`src/rtl/irq_ctrl_pkg.sv`:
```
// Package: shared encodings for the interrupt controller.
// Assumes control selects are 2 bits and the status word is GIE, LGE, level.
package irq_ctrl_pkg;

    typedef enum logic [1:0] {
        SEL_STATUS = 2'd0,
        SEL_SAVED  = 2'd1,
        SEL_ENABLE = 2'd2,
        SEL_PEND   = 2'd3
    } ctl_sel_e;

    localparam int GIE_BIT = 0;
    localparam int LGE_BIT = 1;
    localparam int LVL_LSB = 2;

endpackage

```
`src/rtl/irq_pending.sv`:
```
// Module: pending request latch.
// Sets a bit whenever its request is sampled high and clears it only on an
// acknowledge. Assumes devices hold a request until they see the acknowledge.
module irq_pending #(
    parameter int N_SRC = 8
) (
    input  logic             clk,
    input  logic             rst_n,
    input  logic [N_SRC-1:0] req,
    input  logic [N_SRC-1:0] ack,
    output logic [N_SRC-1:0] pend
);

    // Accumulate requests; an acknowledge on the same edge wins.
    always_ff @(posedge clk) begin
        if (!rst_n) begin
            pend <= '0;
        end else begin
            pend <= (pend | req) & ~ack;
        end
    end

endmodule

```
`src/rtl/irq_mask.sv`:
```
// Module: per-source enable register and request masking.
// Holds the enable bits written by software and gates the pending vector.
// Assumes the write strobe is already decoded for this register.
module irq_mask #(
    parameter int N_SRC = 8
) (
    input  logic             clk,
    input  logic             rst_n,
    input  logic             wr_en,
    input  logic [N_SRC-1:0] wr_data,
    input  logic [N_SRC-1:0] pend,
    output logic [N_SRC-1:0] enable,
    output logic [N_SRC-1:0] eligible
);

    // Software-written enable bits.
    always_ff @(posedge clk) begin
        if (!rst_n) begin
            enable <= '0;
        end else if (wr_en) begin
            enable <= wr_data;
        end
    end

    // Only enabled pending sources compete.
    always_comb begin
        eligible = pend & enable;
    end

endmodule

```
`src/rtl/irq_prio_enc.sv`:
```
// Module: fixed-priority selector, lowest index first.
// Produces a one-hot grant, the binary index of the winner and a valid flag.
// Assumes IDX_W is wide enough to hold N_SRC-1.
module irq_prio_enc #(
    parameter int N_SRC = 8,
    parameter int IDX_W = 3
) (
    input  logic [N_SRC-1:0] req,
    output logic [N_SRC-1:0] grant,
    output logic [IDX_W-1:0] idx,
    output logic             valid
);

    logic [N_SRC:0] lower_any;

    assign lower_any[0] = 1'b0;

    // One stage per source: grant if requesting and nothing lower requested.
    for (genvar i = 0; i < N_SRC; i++) begin : g_stage
        assign grant[i]       = req[i] & ~lower_any[i];
        assign lower_any[i+1] = lower_any[i] | req[i];
    end

    assign valid = lower_any[N_SRC];

    // Encode the one-hot grant into a binary index.
    always_comb begin
        idx = '0;
        for (int k = 0; k < N_SRC; k++) begin
            if (grant[k]) begin
                idx = idx | IDX_W'(k);
            end
        end
    end

endmodule

```
`src/rtl/irq_status.sv`:
```
// Module: status, saved-status and return-address registers.
// On a take: saves status, clears GIE, loads the winner level, captures the
// return address. On a return: restores status from the saved copy.
// Assumes take and rti are never high together (the top gates take).
module irq_status #(
    parameter int LVL_W  = 3,
    parameter int ADDR_W = 32,
    localparam int PS_W  = LVL_W + 2
) (
    input  logic              clk,
    input  logic              rst_n,
    input  logic              take,
    input  logic [LVL_W-1:0]  win_lvl,
    input  logic [ADDR_W-1:0] next_pc,
    input  logic              rti,
    input  logic              wr_status,
    input  logic              wr_saved,
    input  logic [PS_W-1:0]   wr_data,
    output logic [PS_W-1:0]   status,
    output logic [PS_W-1:0]   saved,
    output logic [ADDR_W-1:0] ret_addr
);

    import irq_ctrl_pkg::*;

    logic [PS_W-1:0] entry_status;

    // Status value loaded on interrupt entry: GIE off, LGE kept, new level.
    always_comb begin
        entry_status                   = status;
        entry_status[GIE_BIT]          = 1'b0;
        entry_status[LVL_LSB +: LVL_W] = win_lvl;
    end

    // Status register: take, then return, then software write.
    always_ff @(posedge clk) begin
        if (!rst_n) begin
            status <= '0;
        end else if (take) begin
            status <= entry_status;
        end else if (rti) begin
            status <= saved;
        end else if (wr_status) begin
            status <= wr_data;
        end
    end

    // Saved-status register: filled on take, else by software write.
    always_ff @(posedge clk) begin
        if (!rst_n) begin
            saved <= '0;
        end else if (take) begin
            saved <= status;
        end else if (wr_saved && !rti) begin
            saved <= wr_data;
        end
    end

    // Return address captured at the interrupted boundary.
    always_ff @(posedge clk) begin
        if (!rst_n) begin
            ret_addr <= '0;
        end else if (take) begin
            ret_addr <= next_pc;
        end
    end

endmodule

```
`src/rtl/irq_ctrl.sv`:
```
// Module: processor interrupt controller top.
// Latches and masks device requests, selects one by fixed priority, gates it
// with the global enable and the level comparison, and drives the take strobe,
// vector address and device acknowledge. Assumes N_SRC is a power of two no
// larger than DATA_W, and that VEC_BASE is word aligned.
module irq_ctrl #(
    parameter int                 N_SRC    = 8,
    parameter int                 ADDR_W   = 32,
    parameter int                 DATA_W   = 32,
    parameter logic [ADDR_W-1:0]  VEC_BASE = 32'h0000_0200
) (
    input  logic              clk,
    input  logic              rst_n,
    input  logic [N_SRC-1:0]  dev_req,
    output logic [N_SRC-1:0]  dev_ack,
    input  logic              insn_done,
    input  logic [ADDR_W-1:0] next_pc,
    input  logic              rti,
    output logic              take_irq,
    output logic [ADDR_W-1:0] vec_addr,
    output logic [ADDR_W-1:0] ret_pc,
    input  logic              ctl_we,
    input  logic [1:0]        ctl_sel,
    input  logic [DATA_W-1:0] ctl_wdata,
    output logic [DATA_W-1:0] ctl_rdata
);

    import irq_ctrl_pkg::*;

    localparam int LVL_W = (N_SRC > 1) ? $clog2(N_SRC) : 1;
    localparam int PS_W  = LVL_W + 2;

    logic [N_SRC-1:0] pend_q;
    logic [N_SRC-1:0] ien_q;
    logic [N_SRC-1:0] eligible;
    logic [N_SRC-1:0] grant;
    logic [LVL_W-1:0] win_idx;
    logic             win_valid;
    logic [LVL_W-1:0] win_lvl;
    logic [LVL_W-1:0] cur_lvl;
    logic [PS_W-1:0]  ps_q;
    logic [PS_W-1:0]  ips_q;
    logic             level_ok;
    logic             wr_status;
    logic             wr_saved;
    logic             wr_enable;
    ctl_sel_e         sel;

    assign sel = ctl_sel_e'(ctl_sel);

    // Decode software writes; the pending register has no write path.
    always_comb begin
        wr_status = ctl_we && (sel == SEL_STATUS);
        wr_saved  = ctl_we && (sel == SEL_SAVED);
        wr_enable = ctl_we && (sel == SEL_ENABLE);
    end

    irq_pending #(.N_SRC(N_SRC)) u_pend (
        .clk  (clk),
        .rst_n(rst_n),
        .req  (dev_req),
        .ack  (dev_ack),
        .pend (pend_q)
    );

    irq_mask #(.N_SRC(N_SRC)) u_mask (
        .clk     (clk),
        .rst_n   (rst_n),
        .wr_en   (wr_enable),
        .wr_data (ctl_wdata[N_SRC-1:0]),
        .pend    (pend_q),
        .enable  (ien_q),
        .eligible(eligible)
    );

    irq_prio_enc #(.N_SRC(N_SRC), .IDX_W(LVL_W)) u_enc (
        .req  (eligible),
        .grant(grant),
        .idx  (win_idx),
        .valid(win_valid)
    );

    irq_status #(.LVL_W(LVL_W), .ADDR_W(ADDR_W)) u_stat (
        .clk      (clk),
        .rst_n    (rst_n),
        .take     (take_irq),
        .win_lvl  (win_lvl),
        .next_pc  (next_pc),
        .rti      (rti),
        .wr_status(wr_status),
        .wr_saved (wr_saved),
        .wr_data  (ctl_wdata[PS_W-1:0]),
        .status   (ps_q),
        .saved    (ips_q),
        .ret_addr (ret_pc)
    );

    // Level of the winner and the level gate against the current level.
    always_comb begin
        win_lvl  = ~win_idx;
        cur_lvl  = ps_q[LVL_LSB +: LVL_W];
        level_ok = !ps_q[LGE_BIT] || (win_lvl > cur_lvl);
    end

    // Recognition at an instruction boundary, never together with a return.
    always_comb begin
        take_irq = insn_done && !rti && ps_q[GIE_BIT] && win_valid && level_ok;
        dev_ack  = grant & {N_SRC{take_irq}};
        vec_addr = VEC_BASE + (ADDR_W'(win_idx) << 2);
    end

    // Control register read mux.
    always_comb begin
        unique case (sel)
            SEL_STATUS: ctl_rdata = DATA_W'(ps_q);
            SEL_SAVED:  ctl_rdata = DATA_W'(ips_q);
            SEL_ENABLE: ctl_rdata = DATA_W'(ien_q);
            SEL_PEND:   ctl_rdata = DATA_W'(pend_q);
        endcase
    end

endmodule

```
`config.mk`:
```
export PLATFORM = sky130hd
export DESIGN_NAME = irq_ctrl
export DESIGN_NICKNAME = d
export VERILOG_FILES = /design/src/rtl/irq_ctrl_pkg.sv /design/src/rtl/irq_pending.sv /design/src/rtl/irq_mask.sv /design/src/rtl/irq_prio_enc.sv /design/src/rtl/irq_status.sv /design/src/rtl/irq_ctrl.sv
export SDC_FILE = /design/constraint.sdc
export NUM_CORES = 1
export LEC_CHECK = 0
export BUFFER_PORTS_ARGS = -buffer_cell sky130_fd_sc_hd__buf_2
export CORE_ASPECT_RATIO = 0.9
export CORE_MARGIN = 5
export CORE_UTILIZATION = 48
export CTS_CLUSTER_SIZE = 8
export DETAILED_ROUTE_END_ITERATION = 7
export GPL_ROUTABILITY_DRIVEN = 0
export HOLD_SLACK_MARGIN = 0.08
export PLACE_DENSITY = 0.83
export SLEW_MARGIN = 30
export SYNTH_ARGS = -nofsm -noshare
export SYNTH_HDL_FRONTEND = slang
export SYNTH_SLANG_ARGS = --single-unit
```
`constraint.sdc`:
```
create_clock -name clk -period 7.8 [get_ports clk]
set_clock_uncertainty 0.15 [all_clocks]
set_input_delay 0 -clock clk [delete_from_list [all_inputs] [get_ports clk]]
set_output_delay 0 -clock clk [all_outputs]
set_load 0.005 [all_outputs]
```
=== After elaboration in Yosys (flattened, before gate mapping) ===
Index checks and enable logic that the tools add are counted.

* Equality and inequality tests: 3
* Magnitude comparators: 1
* Reduce and logical (&&, ||, !) cells: 17
* Bitwise logic cells: 29
* Multiplexer cells: 13
* Add/subtract/negate cells: 1

{| class="wikitable"
|+ Operator list
! operator !! count
|-
| $pmux 32 s4 || 1
|-
| $mux 5 || 5
|-
| $and 8x8->8 || 3
|-
| $mux 3 || 4
|-
| $add 10x5->11 const A || 1
|-
| $not 1->1 || 9
|-
| $logic_and 1x1->1 || 8
|-
| $not 8->8 || 1
|-
| $or 8x8->8 || 1
|-
| $and 1x1->1 || 7
|-
| $or 1x1->1 || 7
|-
| $eq 2x2->1 const B || 2
|-
| $mux 2 || 2
|-
| $reduce_bool 2->1 || 2
|-
| $gt 3x3->1 || 1
|-
| $not 3->3 || 1
|-
| $reduce_bool 3->1 || 1
|-
| $eq 2x1->1 const B || 1
|-
| $logic_not 1->1 || 2
|-
| $logic_not 2->1 || 1
|-
| $reduce_and 2->1 || 1
|-
| $reduce_or 2->1 || 1
|-
| $logic_or 1x1->1 || 1
|-
| $mux 1 || 1
|}

* Bits of input ports: 79
* Bits in registers: 58
* Output and inout bits: 105

=== Depth between registers and ports, before layout ===
* Depth in word-level cells: 17
* Depth in mapped cells: 12
* Mapped depth without buffers: 10

=== Cells and area by module ===
A second synthesis with hierarchy kept.

* Cells, all modules: 342
* Area, all modules: 3,334.4 µm²

{| class="wikitable"
|+ Modules (own cells, without submodules)
! module !! area an instance (µm²) !! cells each !! sequential area each (µm²) !! times used
|-
| irq_status || 1,726.7 || 157 || 840.8 || 1
|-
| irq_ctrl || 819.5 || 104 || 0.0 || 1
|-
| irq_mask || 351.6 || 33 || 160.2 || 1
|-
| irq_pending || 290.3 || 24 || 160.2 || 1
|-
| irq_prio_enc || 146.4 || 24 || 0.0 || 1
|}

=== Least setup slack after synthesis ===
No wires, ideal clock.

* Kind: flip-flop to flip-flop
* From: register u_pend.pend[5]
* To: register u_stat.ret_addr[29]
* Clock period less this slack: 2,943 ps
* Setup time: 72 ps
* Data required time: 7,578 ps
* Data arrival time: 2,721 ps
* Stages on the path, launching flop included: 13
* Slack: 4,857 ps
* Buffers on the path: 2
* Cells stage by stage: dfxtp_1 > a22oi_1 > nand4_1 > and3_1 > o21ai_0 > ha_1 > nor2_1 > maj3_2 > nor3_1 > a221oi_2 > buf_2 > buf_4 > mux2i_1

* Cells in the longest elaborated chain, start to end: 10
* Elaborated cells on any way between the ends: 17
* Classes of those cells: 1 x order compare; 3 x mux; 10 x bitwise; 3 x reduce/logical

{| class="wikitable"
|+ Ends and longest elaborated chain
! what !! line !! RTL
|-
| from (decl) || irq_pending.sv:11 || <nowiki>output logic [N_SRC-1:0] pend</nowiki>
|-
| from (signal assigned) || irq_pending.sv:19 || <nowiki>pend <= (pend | req) & ~ack;</nowiki>
|-
| $and 8x8->8 * || irq_mask.sv:27 || <nowiki>eligible = pend & enable;</nowiki>
|-
| $or 1x1->1 || irq_prio_enc.sv:21 || <nowiki>assign lower_any[i+1] = lower_any[i] | req[i];</nowiki>
|-
| $or 1x1->1 / $not 1->1 (equally long branches) || irq_prio_enc.sv:21, irq_prio_enc.sv:20 ||
|-
| $not 1->1 / $and 1x1->1 (equally long branches) || irq_prio_enc.sv:20 || <nowiki>assign grant[i] = req[i] & ~lower_any[i];</nowiki>
|-
| $and 1x1->1 / $mux 3 (equally long branches) || irq_prio_enc.sv:20, irq_prio_enc.sv:30 ||
|-
| $mux 3 || irq_prio_enc.sv:30 || <nowiki>if (grant[k]) begin</nowiki>
|-
| $not 3->3 || irq_ctrl.sv:100 || <nowiki>win_lvl = ~win_idx;</nowiki>
|-
| $gt 3x3->1 || irq_ctrl.sv:102 || <nowiki>level_ok = !ps_q[LGE_BIT] || (win_lvl > cur_lvl);</nowiki>
|-
| $logic_or 1x1->1 || irq_ctrl.sv:102 ||
|-
| $logic_and 1x1->1 * || irq_ctrl.sv:107 || <nowiki>take_irq = insn_done && !rti && ps_q[GIE_BIT] && win_valid && level_ok;</nowiki>
|-
| to (signal assigned) || irq_status.sv:64 || <nowiki>ret_addr <= next_pc;</nowiki>
|-
| to (decl) || irq_status.sv:21 || <nowiki>output logic [ADDR_W-1:0] ret_addr</nowiki>
|}

Every way passes the cells marked *; elsewhere a longest branch is shown, timed or not.
A chain may end at the register's enable or synchronous reset.

=== Worst setup path in the final report ===
* From: register u_pend.pend[5]
* To: output port dev_ack[0]

* Cells in the longest elaborated chain, start to end: 11
* Elaborated cells on any way between the ends: 18
* Classes of those cells: 1 x order compare; 3 x mux; 11 x bitwise; 3 x reduce/logical

{| class="wikitable"
|+ Ends and longest elaborated chain
! what !! line !! RTL
|-
| $and 8x8->8 * || irq_mask.sv:27 ||
|-
| $or 1x1->1 || irq_prio_enc.sv:21 ||
|-
| $or 1x1->1 / $not 1->1 (equally long branches) || irq_prio_enc.sv:21, irq_prio_enc.sv:20 ||
|-
| $not 1->1 / $and 1x1->1 (equally long branches) || irq_prio_enc.sv:20 ||
|-
| $and 1x1->1 / $mux 3 (equally long branches) || irq_prio_enc.sv:20, irq_prio_enc.sv:30 ||
|-
| $mux 3 || irq_prio_enc.sv:30 ||
|-
| $not 3->3 || irq_ctrl.sv:100 ||
|-
| $gt 3x3->1 || irq_ctrl.sv:102 ||
|-
| $logic_or 1x1->1 || irq_ctrl.sv:102 ||
|-
| $logic_and 1x1->1 * || irq_ctrl.sv:107 ||
|-
| $and 8x8->8 * || irq_ctrl.sv:108 || <nowiki>dev_ack = grant & {N_SRC{take_irq}};</nowiki>
|-
| to (decl) || irq_ctrl.sv:15 || <nowiki>output logic [N_SRC-1:0] dev_ack,</nowiki>
|}

Marks and branches as above.

==> reports/summary.txt <==
Syn Inst Count - 367
grt met3 use - 0.0576
grt peak-use layer - met2
fin nets - 595
RSZ-0062 raised after global routing - no
Die Height - 87.8 um
Worst Setup Start Kind - flip-flop
Rel. slew slack - 0.430
Die Width - 96.5 um
first-pass GRT wire length - 14.0 mm
CTS Buf Count - 9
DR vias - 3009
final routed DRC violation total - 0
Detail Placement HPWL - 5.75 mm
share of post-route cells with drive strength above 1 - 0.265
mapped cell area - 0.00323 mm2
Worst Tran Pin Value - 0.856 ns
CTS tree - yes
Initial Utilization - 0.493
syn avg cell area - 8.81 um2
Global Route Usage Sum - 0.213
synth top area cells - dfxtp_1, mux2i_1, buf_4
Final Cycle Share - 0.534
Worst-Skew Late Latency - 0.33 ns
Netlist cell types - 38
drt wl/cell - 14.8 um
P per Cell Area - 173 mW/mm2
initial DRC count - 203
drt total wl - 9.01 mm
# diodes - 0
Synth top area share - 0.359
H-tree levels - 3
Slew Viols, Final - 0
leakage - 2.05 nW
Detail Route Antenna Nets - 0
Overflow after GRT - 0
core area - 0.00655 mm2
clock sinks - 58
Pre-antenna DRT Iters - 5
register area share after synthesis - 0.359
VDD IR max - 0.110 mV
Critical Path End Type - primary output
DR vias/cell - 4.93
Crit Path Class - reg2out
die area - 0.00848 mm2
CP arrival - 4.02 ns
number of failing hold endpoints at the final stage - 0
most frequent cells in the layout - buf_2, nand2_1, dfxtp_1, mux2i_1, conb_1
Final setup viols - 0
maximum buffer depth of the clock tree - 2
port bufs - 106
Final TNS setup - 0 ns
met2 Usage GRT - 0.367
commonest non-fill, non-tap cell in the layout - buf_2
Critical Path Fanout Max - 45
synthesis-to-finish area growth - 35.5%
worst hold path type - in2reg
row count - 28
Synth area leader - dfxtp_1
Final min period - 4.17 ns
CP required - 7.65 ns
fmax - 0.240 GHz
flops & latches, synth - 58
io pins - 184
status - completed
number of global-route vias before repair - 2912
max cap viols - 0
synthesis warning total - 0
CTS root buffer - clkbuf_8
CTS clk-pin slew, worst paths - 0.07 ns
Final Power - 0.756 mW
initial antenna violation count - 0
routing usage on met1 - 0.243
largest net degree at the start of global routing - 98
==> cell usage after synthesis, drive strengths merged <==
master / n
a41oi: 1
nand2: 81
o311a: 1
nor4b: 1
nor2b: 13
inv: 3
a221oi: 1
mux2: 6
nand3: 2
nor3: 2
ha: 1
o31ai: 2
a31oi: 1
nand4: 1
o21ai: 12
nand2b: 2
dfxtp: 58
o211ai: 4
and2: 4
a22o: 3
mux4: 5
maj3: 1
nor3b: 3
mux2i: 54
conb: 2
buf: 58
and3: 1
o2111ai: 1
a22oi: 4
nor2: 9
a21oi: 9
and4bb: 1
a21o: 1
o221a: 1
o21a: 1
nand3b: 1
clkbuf: 16
==> cell families after synthesis <==
| logic type | Yosys count | share of synthesized area |
|---|---|---|
| other | 2 | 0.00232 |
| adder cells (fa/ha/maj) | 2 | 0.00735 |
| AO/OA/AOI/OAI | 42 | 0.0871 |
| AND/OR/NAND/NOR | 121 | 0.167 |
| multiplexers | 65 | 0.223 |
| flip-flops | 58 | 0.359 |
| buffers and inverters | 77 | 0.154 |
==> report_power, final <==
group / switching [mW] / internal (mW) / total, mW
combinational: 0.0454 / 0.0492 / 0.0946
sequential: 0.00874 / 0.303 / 0.312
clock: 0.121 / 0.229 / 0.350
total: 0.175 / 0.581 / 0.756
==> path summary, 6_finish.rpt <==
kind	start	endpoint	slack [ns]	cells after the start
hold reg to reg	u_stat.ret_addr[24]$_SDFFE_PN0N_	u_stat.ret_addr[24]$_SDFFE_PN0N_	0.31	2
hold / removal	insn_done	u_pend.pend[3]$_SDFF_PN0_	0.10	6
setup / recovery	u_pend.pend[5]$_SDFF_PN0_	dev_ack[0]	3.63	12
setup reg to reg	u_pend.pend[5]$_SDFF_PN0_	u_stat.ret_addr[17]$_SDFFE_PN0N_	3.92	11
==> critical path, stage by stage, from the launching register on <==
cell	delay, ns
dfxtp_1	0.36
a22oi_1	0.33
nand4_1	0.16
and3_1	0.20
o21ai_0	0.24
ha_1	0.28
nor2_1	0.15
maj3_2	0.24
o31ai_1	0.10
a221oi_4	0.55
buf_4	0.70
nor2b_1	0.22
buf_2	0.13
==> stage by stage <==
stage               instances  setup WS, ns  area [um2]  utilization  hold slack (ns)
global route              610          3.25        4380        0.668            0.118
floorplan                 418          4.86        3420            -         -0.00790
detailed placement        542          4.06        3610        0.551            0.104
finish                    610          3.63        4380        0.668            0.101
CTS                       610          3.70        4380        0.668           0.0816
global placement          542          4.15        3610        0.551           0.0963
==> per-layer routing <==
metal,up-vias,wire length (um)
met4,0,253
li1,1444,-
met1,1382,3460
met2,154,4550
met3,29,747
met5,-,0
==> sequential cells by signal, indices dropped and copies added (netlist names) <==
register and flops:
u_stat.saved 5, u_stat.ret_addr 32, u_stat.status 5, u_pend.pend 8, u_mask.enable 8
==> cell type report <==
type | instances | area [um2]
Tap cell | 90 | 113
Clock inverter | 5 | 100
Sequential cell | 58 | 1160
Inverter | 3 | 11.3
Clock buffer | 11 | 151
Multi-Input combinational cell | 283 | 1780
Timing Repair Buffer | 160 | 1070
Fill cell | 515 | 2170
==> what timing repair did <==
| item | 4_1_cts | 5_1_grt |
|---|---|---|
| endpoints found under the hold margin | 58 | 0 |
| hold buffers | 52 | 0 |
| setup buffers | 0 | 0 |
| resized for setup | 0 | 0 |
(Power assumes the default switching activity.)
